`src/rtl/booth8_pkg.sv`:
```
// Shared types and elaboration-time helpers for the radix-8 Booth multiplier.
// Assumes: operand widths of at least 4 bits.
package booth8_pkg;

    // One recoded digit: sign flag plus one-hot magnitude pick {4x,3x,2x,1x}.
    typedef struct packed {
        logic       neg;
        logic [3:0] pick;
    } bdigit_t;

    // Number of radix-8 digit groups for a w-bit signed multiplier.
    function automatic int groups_for(input int w);
        return (w + 2) / 3;
    endfunction

    // Row count after one layer of 3:2 compression.
    function automatic int csa_step(input int n);
        return (n / 3) * 2 + (n % 3);
    endfunction

    // Layers needed to bring n rows down to two.
    function automatic int csa_levels(input int n);
        int c;
        int l;
        c = n;
        l = 0;
        while (c > 2) begin
            c = csa_step(c);
            l++;
        end
        return l;
    endfunction

    // Row count present at the input of layer lvl.
    function automatic int csa_rows_at(input int n, input int lvl);
        int c;
        c = n;
        for (int i = 0; i < lvl; i++) c = csa_step(c);
        return c;
    endfunction

endpackage

```
`src/rtl/booth8_recoder.sv`:
```
// Radix-8 Booth recoder: turns a signed multiplier into NG digits in -4..+4.
// Assumes: mul is two's complement; the bit below its LSB is taken as 0.
module booth8_recoder
    import booth8_pkg::*;
#(
    parameter int W  = 20,
    parameter int NG = groups_for(W)
) (
    input  logic [W-1:0] mul,
    output bdigit_t      dig [NG]
);
    localparam int EW = 3 * NG + 1;

    logic [EW-1:0] ext;

    // Sign-extend the multiplier and append the implicit zero below bit 0.
    assign ext = EW'({{EW{mul[W-1]}}, mul, 1'b0});

    for (genvar g = 0; g < NG; g++) begin : g_grp
        logic [3:0] grp;
        assign grp = ext[3*g+3 -: 4];

        // Map one 4-bit overlapping group to a sign and a one-hot multiple.
        always_comb begin
            int v;
            int m;
            v = int'(grp[0]) + int'(grp[1]) + 2 * int'(grp[2]) - 4 * int'(grp[3]);
            m = (v < 0) ? -v : v;
            dig[g].neg = (v < 0);
            case (m)
                1:       dig[g].pick = 4'b0001;
                2:       dig[g].pick = 4'b0010;
                3:       dig[g].pick = 4'b0100;
                4:       dig[g].pick = 4'b1000;
                default: dig[g].pick = 4'b0000;
            endcase
        end
    end

endmodule

```
`src/rtl/booth8_ppgen.sv`:
```
// Partial-product row builder for radix-8 Booth digits.
// Produces NG shifted rows, one row of negation carry-ins and one constant
// sign-compensation row; the sum of all rows modulo 2^P is the product.
// Assumes: multiples are L-bit sign-extended values of the multiplicand.
module booth8_ppgen
    import booth8_pkg::*;
#(
    parameter int W  = 20,
    parameter int P  = 2 * W,
    parameter int L  = W + 3,
    parameter int NG = groups_for(W)
) (
    input  logic [L-1:0] m1,
    input  logic [L-1:0] m2,
    input  logic [L-1:0] m3,
    input  logic [L-1:0] m4,
    input  bdigit_t      dig [NG],
    output logic [P-1:0] rows [NG+2]
);
    // Sum of -2^(3g+L-1) over all groups, taken modulo 2^P.
    function automatic logic [P-1:0] comp_const();
        logic [P-1:0] c;
        c = '0;
        for (int g = 0; g < NG; g++)
            c = c - ({{(P-1){1'b0}}, 1'b1} << (3 * g + L - 1));
        return c;
    endfunction

    localparam logic [P-1:0] KCOMP = comp_const();

    logic [P-1:0] corr;

    for (genvar g = 0; g < NG; g++) begin : g_row
        logic [L-1:0] mult;
        logic [L-1:0] pp;
        logic [L-1:0] rbits;
        // Select the multiple named by the one-hot pick.
        assign mult = ({L{dig[g].pick[0]}} & m1) | ({L{dig[g].pick[1]}} & m2)
                    | ({L{dig[g].pick[2]}} & m3) | ({L{dig[g].pick[3]}} & m4);
        // One's complement for negative digits; +1 arrives via corr.
        assign pp    = mult ^ {L{dig[g].neg}};
        // Inverted sign bit; the matching -2^(L-1) lives in KCOMP.
        assign rbits = {~pp[L-1], pp[L-2:0]};
        assign rows[g] = {{(P-L){1'b0}}, rbits} << (3 * g);
    end

    // Collect the negation carry-ins at each row's lowest weight.
    always_comb begin
        corr = '0;
        for (int g = 0; g < NG; g++)
            corr = corr | (P'(dig[g].neg) << (3 * g));
    end

    assign rows[NG]   = corr;
    assign rows[NG+1] = KCOMP;

endmodule

```
`src/rtl/booth8_csa3.sv`:
```
// One 3:2 compression layer slice: a row of full adders over P bits.
// Assumes: arithmetic is modulo 2^P, so the top carry bit is dropped.
module booth8_csa3 #(
    parameter int P = 40
) (
    input  logic [P-1:0] x,
    input  logic [P-1:0] y,
    input  logic [P-1:0] z,
    output logic [P-1:0] s,
    output logic [P-1:0] c
);
    logic [P-1:0] maj;

    // Full-adder sum and majority per bit; the carry moves up one weight.
    assign s   = x ^ y ^ z;
    assign maj = (x & y) | (x & z) | (y & z);
    assign c   = maj << 1;

endmodule

```
`src/rtl/booth8_csa_tree.sv`:
```
// Wallace reduction of NR rows to a sum and a carry vector.
// Each layer groups rows in threes through full-adder compressors and passes
// leftovers down unchanged.
// Assumes: NR >= 3.
module booth8_csa_tree
    import booth8_pkg::*;
#(
    parameter int P  = 40,
    parameter int NR = 9
) (
    input  logic [P-1:0] rows [NR],
    output logic [P-1:0] sum_o,
    output logic [P-1:0] carry_o
);
    localparam int NLEV = csa_levels(NR);

    logic [P-1:0] lv [NLEV+1][NR];

    for (genvar r = 0; r < NR; r++) begin : g_in
        assign lv[0][r] = rows[r];
    end

    for (genvar l = 0; l < NLEV; l++) begin : g_lev
        localparam int NIN  = csa_rows_at(NR, l);
        localparam int NT   = NIN / 3;
        localparam int NREM = NIN % 3;
        localparam int NOUT = 2 * NT + NREM;

        for (genvar j = 0; j < NT; j++) begin : g_fa
            booth8_csa3 #(.P(P)) u_csa (
                .x (lv[l][3*j]),
                .y (lv[l][3*j+1]),
                .z (lv[l][3*j+2]),
                .s (lv[l+1][2*j]),
                .c (lv[l+1][2*j+1])
            );
        end
        for (genvar r = 0; r < NREM; r++) begin : g_pass
            assign lv[l+1][2*NT+r] = lv[l][3*NT+r];
        end
        for (genvar k = NOUT; k < NR; k++) begin : g_idle
            assign lv[l+1][k] = '0;
        end
    end

    assign sum_o   = lv[NLEV][0];
    assign carry_o = lv[NLEV][1];

endmodule

```
`src/rtl/booth8_mul.sv`:
```
// Registered signed multiplier: radix-8 Booth recoding, 3:2 Wallace tree,
// one carry-propagate adder. Operands are captured on one edge; their
// product is registered on the next.
// Assumes: synchronous active-low reset; W <= 31 for the embedded checks.
module booth8_mul
    import booth8_pkg::*;
#(
    parameter int W = 20
) (
    input  logic           clk,
    input  logic           rst_n,
    input  logic [W-1:0]   op_a,
    input  logic [W-1:0]   op_b,
    output logic [2*W-1:0] product
);
    localparam int P  = 2 * W;
    localparam int L  = W + 3;
    localparam int NG = groups_for(W);
    localparam int NR = NG + 2;

    logic [W-1:0] a_q;
    logic [W-1:0] b_q;
    logic [P-1:0] prod_q;
    logic [L-1:0] m1, m2, m3, m4;
    bdigit_t      dig [NG];
    logic [P-1:0] rows [NR];
    logic [P-1:0] t_sum;
    logic [P-1:0] t_carry;
    logic [P-1:0] prod_d;

    // Capture operands and the finished product; clear all on reset.
    always_ff @(posedge clk) begin
        if (!rst_n) begin
            a_q    <= '0;
            b_q    <= '0;
            prod_q <= '0;
        end else begin
            a_q    <= op_a;
            b_q    <= op_b;
            prod_q <= prod_d;
        end
    end

    // Multiplicand multiples; 3x comes from a single dedicated adder.
    assign m1 = L'($signed(a_q));
    assign m2 = m1 << 1;
    assign m4 = m1 << 2;
    assign m3 = m1 + m2;

    booth8_recoder #(.W(W), .NG(NG)) u_rec (
        .mul (b_q),
        .dig (dig)
    );

    booth8_ppgen #(.W(W), .P(P), .L(L), .NG(NG)) u_pp (
        .m1   (m1),
        .m2   (m2),
        .m3   (m3),
        .m4   (m4),
        .dig  (dig),
        .rows (rows)
    );

    booth8_csa_tree #(.P(P), .NR(NR)) u_tree (
        .rows    (rows),
        .sum_o   (t_sum),
        .carry_o (t_carry)
    );

    // Final carry-propagate adder.
    assign prod_d  = t_sum + t_carry;
    assign product = prod_q;

    // ---------------- embedded checks ----------------
    logic [P-1:0] ref_prod;
    logic [P-1:0] row_total;
    longint       recon;

    // Behavioural signed product of the captured operands.
    always_comb ref_prod = P'(longint'($signed(a_q)) * longint'($signed(b_q)));

    // Plain sum of every row entering the tree.
    always_comb begin
        row_total = '0;
        for (int r = 0; r < NR; r++) row_total = row_total + rows[r];
    end

    // Rebuild the multiplier from the recoded digits.
    always_comb begin
        recon = 0;
        for (int g = 0; g < NG; g++) begin
            longint m;
            m = dig[g].pick[0] ? 1 : dig[g].pick[1] ? 2 :
                dig[g].pick[2] ? 3 : dig[g].pick[3] ? 4 : 0;
            recon = recon + (dig[g].neg ? -m : m) * (longint'(1) << (3 * g));
        end
    end

    // product equals the signed product of last cycle's operands.
    p_product_r1: assert property (@(posedge clk) disable iff (!rst_n)
        $past(rst_n) |-> prod_q == $past(ref_prod))
        else $error("product mismatch");

    p_recode_r4: assert property (@(posedge clk) disable iff (!rst_n)
        recon == longint'($signed(b_q)))
        else $error("digits do not rebuild multiplier");

    for (genvar g = 0; g < NG; g++) begin : g_chk
        p_onehot_r5: assert property (@(posedge clk) disable iff (!rst_n)
            $onehot0(dig[g].pick))
            else $error("more than one multiple selected");
    end

    p_triple_r6: assert property (@(posedge clk) disable iff (!rst_n)
        longint'($signed(m3)) == 3 * longint'($signed(a_q)))
        else $error("3x multiple wrong");

    p_tree_sum_r7: assert property (@(posedge clk) disable iff (!rst_n)
        row_total == t_sum + t_carry)
        else $error("compressor tree lost value");

endmodule

```
`config.mk`:
```
export PLATFORM = sky130hd
export DESIGN_NAME = booth8_mul
export DESIGN_NICKNAME = d
export VERILOG_FILES = /design/src/rtl/booth8_pkg.sv /design/src/rtl/booth8_recoder.sv /design/src/rtl/booth8_ppgen.sv /design/src/rtl/booth8_csa3.sv /design/src/rtl/booth8_csa_tree.sv /design/src/rtl/booth8_mul.sv
export SDC_FILE = /design/constraint.sdc
export NUM_CORES = 1
export LEC_CHECK = 0
export CORE_UTILIZATION = 29
export DETAILED_ROUTE_END_ITERATION = 8
export PLACE_DENSITY = 0.5
export SYNTH_ARGS = -nofsm -noshare
export SYNTH_HDL_FRONTEND = slang
export SYNTH_HIERARCHICAL = 1
export SYNTH_SLANG_ARGS = --single-unit
```
`constraint.sdc`:
```
create_clock -name clk -period 10.9 [get_ports clk]
set_input_delay 2.18 -clock clk [delete_from_list [all_inputs] [get_ports clk]]
set_output_delay 2.18 -clock clk [all_outputs]
set_load 0.01 [all_outputs]
```
==> results.toml <==
[clocking]
htree_levels = 3
cts-root-buf = "sky130_fd_sc_hd__clkbuf_16"
worstSkewPairLatency_ps = 400
tritoncts_clock_tree = "yes"
post_cts_hold_buffer_count = 0
clk_path_buf_depth = 2
cts_sinks = 80
tritoncts.num_buffers = 9
cts.clk_slew.worst_paths_ps = 80
resized_gates_after_cts = 0
setup_repair_bufs_after_cts = 0

[worst_setup_path]
cp_data_arrival_time_ps = 8480
timing.reg2reg.worst_path_depth = 28
crit_path_end_kind = "flip-flop"
critPathSlowestCell = "sky130_fd_sc_hd__dfxtp_1"
regToRegStartpoint = "a_q[1]$_SDFF_PN0_"
worst-r2r-setup-slack_ps = 2700
worstSetupStartpointType = "flip-flop"
crit-reg2reg-capture = "product[37]$_SDFF_PN0_"
cp_peak_stage_delay_ps = 900
worst-setup-path-type = "flip-flop to flip-flop"
critical_path.most_common_cell = "sky130_fd_sc_hd__fa_1"
cp.required_ps = 11180
crit_path_max_fanout = 24

[timing]
total_neg_setup_slack_ps = 0
fin_worst_skew_ps = 16.1
grt_setup_unrepaired = "false"
finalCriticalPeriod_ps = 8200
worst_pin_slew_ps = 1150
finalSetupViolCount = 0
maxSlewHeadroom_pct = 22.9
timing.final.max_slew_violations = 0
crit_share_post_route_pct = 75.3
hold_viol_final = 0
fmax_mhz = 122

[logic_synthesis]
postSynthCellCount = 1765
synth.cell_area_um2 = 18100
synth_area_leaders = "sky130_fd_sc_hd__fa_1 (30%), sky130_fd_sc_hd__xnor2_1 (9.0%), sky130_fd_sc_hd__dfxtp_1 (8.9%)"
post-synth-top-area-cell = "sky130_fd_sc_hd__fa_1"
yosysMostFrequentCell = "sky130_fd_sc_hd__fa_1"
yosys.cell_types.count = 68
synth.yosys.seq_area_share_pct = 8.86
synth_seq_cells = 80
synth_async_sr_flop_share_pct = 0
synthFlopType = "sky130_fd_sc_hd__dfxtp_1"
synth-edff-count = 0
synth_warnings = 6
synth_commonest_cells = "sky130_fd_sc_hd__fa_1 (275), sky130_fd_sc_hd__buf_4 (209), sky130_fd_sc_hd__xnor2_1 (186)"
synth_area_per_cell_um2 = 10.2
netlist.area_leader.share_pct = 30.5

[route]
remaining_drc_errors = 0
drtPass1Iterations = 5
vias_per_cell = 5.00
detail_route_antenna_nets = 0
route.vias.total = 13276
wl_per_cell_um = 18.4
drt_wl_total_um = 48900
drt_iter0_drc = 992

[floorplanning]
die_y_um = 252
core_region_area_um2 = 61600
floorplan.initialDensity_pct = 29.3
die_area_um2 = 63300
ios = 82
die_wd_um = 252
floorplan.rows = 91

[cells_and_area]
area_growth_syn_to_layout_pct = 6.88
layout.nets = 2227
fill_cells = 6403
layout.cell_area.non_filler_um2 = 19300
layout_cells_sized_above_1_pct = 7.05

[place]
place_congestion = 0.849
dpl-instance-area_um2 = 19000
place_hpwl_um = 37200
portBuffers = 81

[hold_path]
worst_hold_path_type = "flip-flop to flip-flop"
hold_path_depth = 7
hold_start = "b_q[2]$_SDFF_PN0_"
hold_path_end = "product[0]$_SDFF_PN0_"

[global_route]
via_count_of_the_first_global_routing_pass = 14327
antenna_found_initial = 0
grt_first_pass_wirelength_um = 78800
grt_max_degree = 75
track_usage_pct = 16.0
globalRoute.totalOverflow = 0

[run]
max_cap_viol_count = 0

[run_status]
run_status = "complete, no violations"
per-layer routing:
metal  global-route usage, %  wire, um
met3                    2.41      2410
met4                    6.99      1820
met5                       0         0
met2                    27.7     24200
met1                    19.7     20400
cell type report:
type,count,area [um2],area share [%]
Timing Repair Buffer,122,1110,5.76
Inverter,46,173,0.894
Antenna cell,1,2.50,0.0130
Sequential cell,80,1600,8.30
Multi-Input combinational cell,1552,15100,78.0
Clock buffer,9,225,1.17
Clock inverter,7,82.6,0.427
Tap cell,837,1050,5.42
cells in the final DEF (no fill, tap or decap), types with 45 or more instances in the layout:
| cell | netlist | routed |
|---|---|---|
| sky130_fd_sc_hd__fa_1 | 275 | 275 |
| sky130_fd_sc_hd__conb_1 | 10 | 221 |
| sky130_fd_sc_hd__xnor2_1 | 186 | 186 |
| sky130_fd_sc_hd__a221oi_1 | 141 | 141 |
| sky130_fd_sc_hd__a22o_1 | 136 | 136 |
| sky130_fd_sc_hd__ha_1 | 99 | 99 |
| sky130_fd_sc_hd__clkdlybuf4s50_1 | 0 | 80 |
| sky130_fd_sc_hd__dfxtp_1 | 80 | 79 |
| sky130_fd_sc_hd__a21oi_1 | 63 | 63 |
| sky130_fd_sc_hd__nor2_1 | 60 | 59 |
| sky130_fd_sc_hd__and2_1 | 50 | 50 |
| sky130_fd_sc_hd__inv_1 | 45 | 45 |
worst max-delay path, delay by kind of cell, from the launching register on:
kind	cells	cell delay, ps
AOI/OAI and AO/OA	16	3190
xor gates and xnor gates	3	1040
adders and majority gates	6	2690
DFF	1	900
and+or+nand+nor	3	250
metrics by stage:
step                cells  hold WS [ps]  setup slack, ps  utilization (%)
floorplan            1976          1560             3590                -
global placement     2637          1850             2850             30.9
detailed placement   2637          1880             2780             30.9
CTS                  2653          1900             2760             31.4
global route         2653          2020             2130             31.4
finish               2654          1860             2700             31.4
kinds of logic after synthesis:
family,after synthesis,share of synthesized area [%]
simple gates,238,6.88
other cells,10,0.208
compound gates,495,23.0
xor+xnor,224,11.5
fa+ha+maj,374,37.3
buf+inv,344,12.2
flops,80,8.86
how the worst max path moves through the flow:
stage | from | end | slack [ps] | depth (start not counted)
6_report | a_q[1]$_SDFF_PN0_ | product[37]$_SDFF_PN0_ | 2700 | 28
5_1_grt | a_q[1]$_SDFF_PN0_ | product[37]$_SDFF_PN0_ | 2130 | 28
4_1_cts | a_q[1]$_SDFF_PN0_ | product[37]$_SDFF_PN0_ | 2760 | 28
3_5_place_dp | a_q[1]$_SDFF_PN0_ | product[37]$_SDFF_PN0_ | 2780 | 28
3_3_place_gp | a_q[7]$_SDFF_PN0_ | product[36]$_SDFF_PN0_ | 2850 | 28
2_1_floorplan | a_q[0]$_SDFF_PN0_ | product[36]$_SDFF_PN0_ | 3590 | 29
sequential cells by signal, indices dropped and copies added (netlist names):
name	cells
b_q	20
a_q	20
product	40
Power is left out: the tool's default activity adds up to more than one toggle a clock period on the data nets, which glitch-free logic cannot reach.
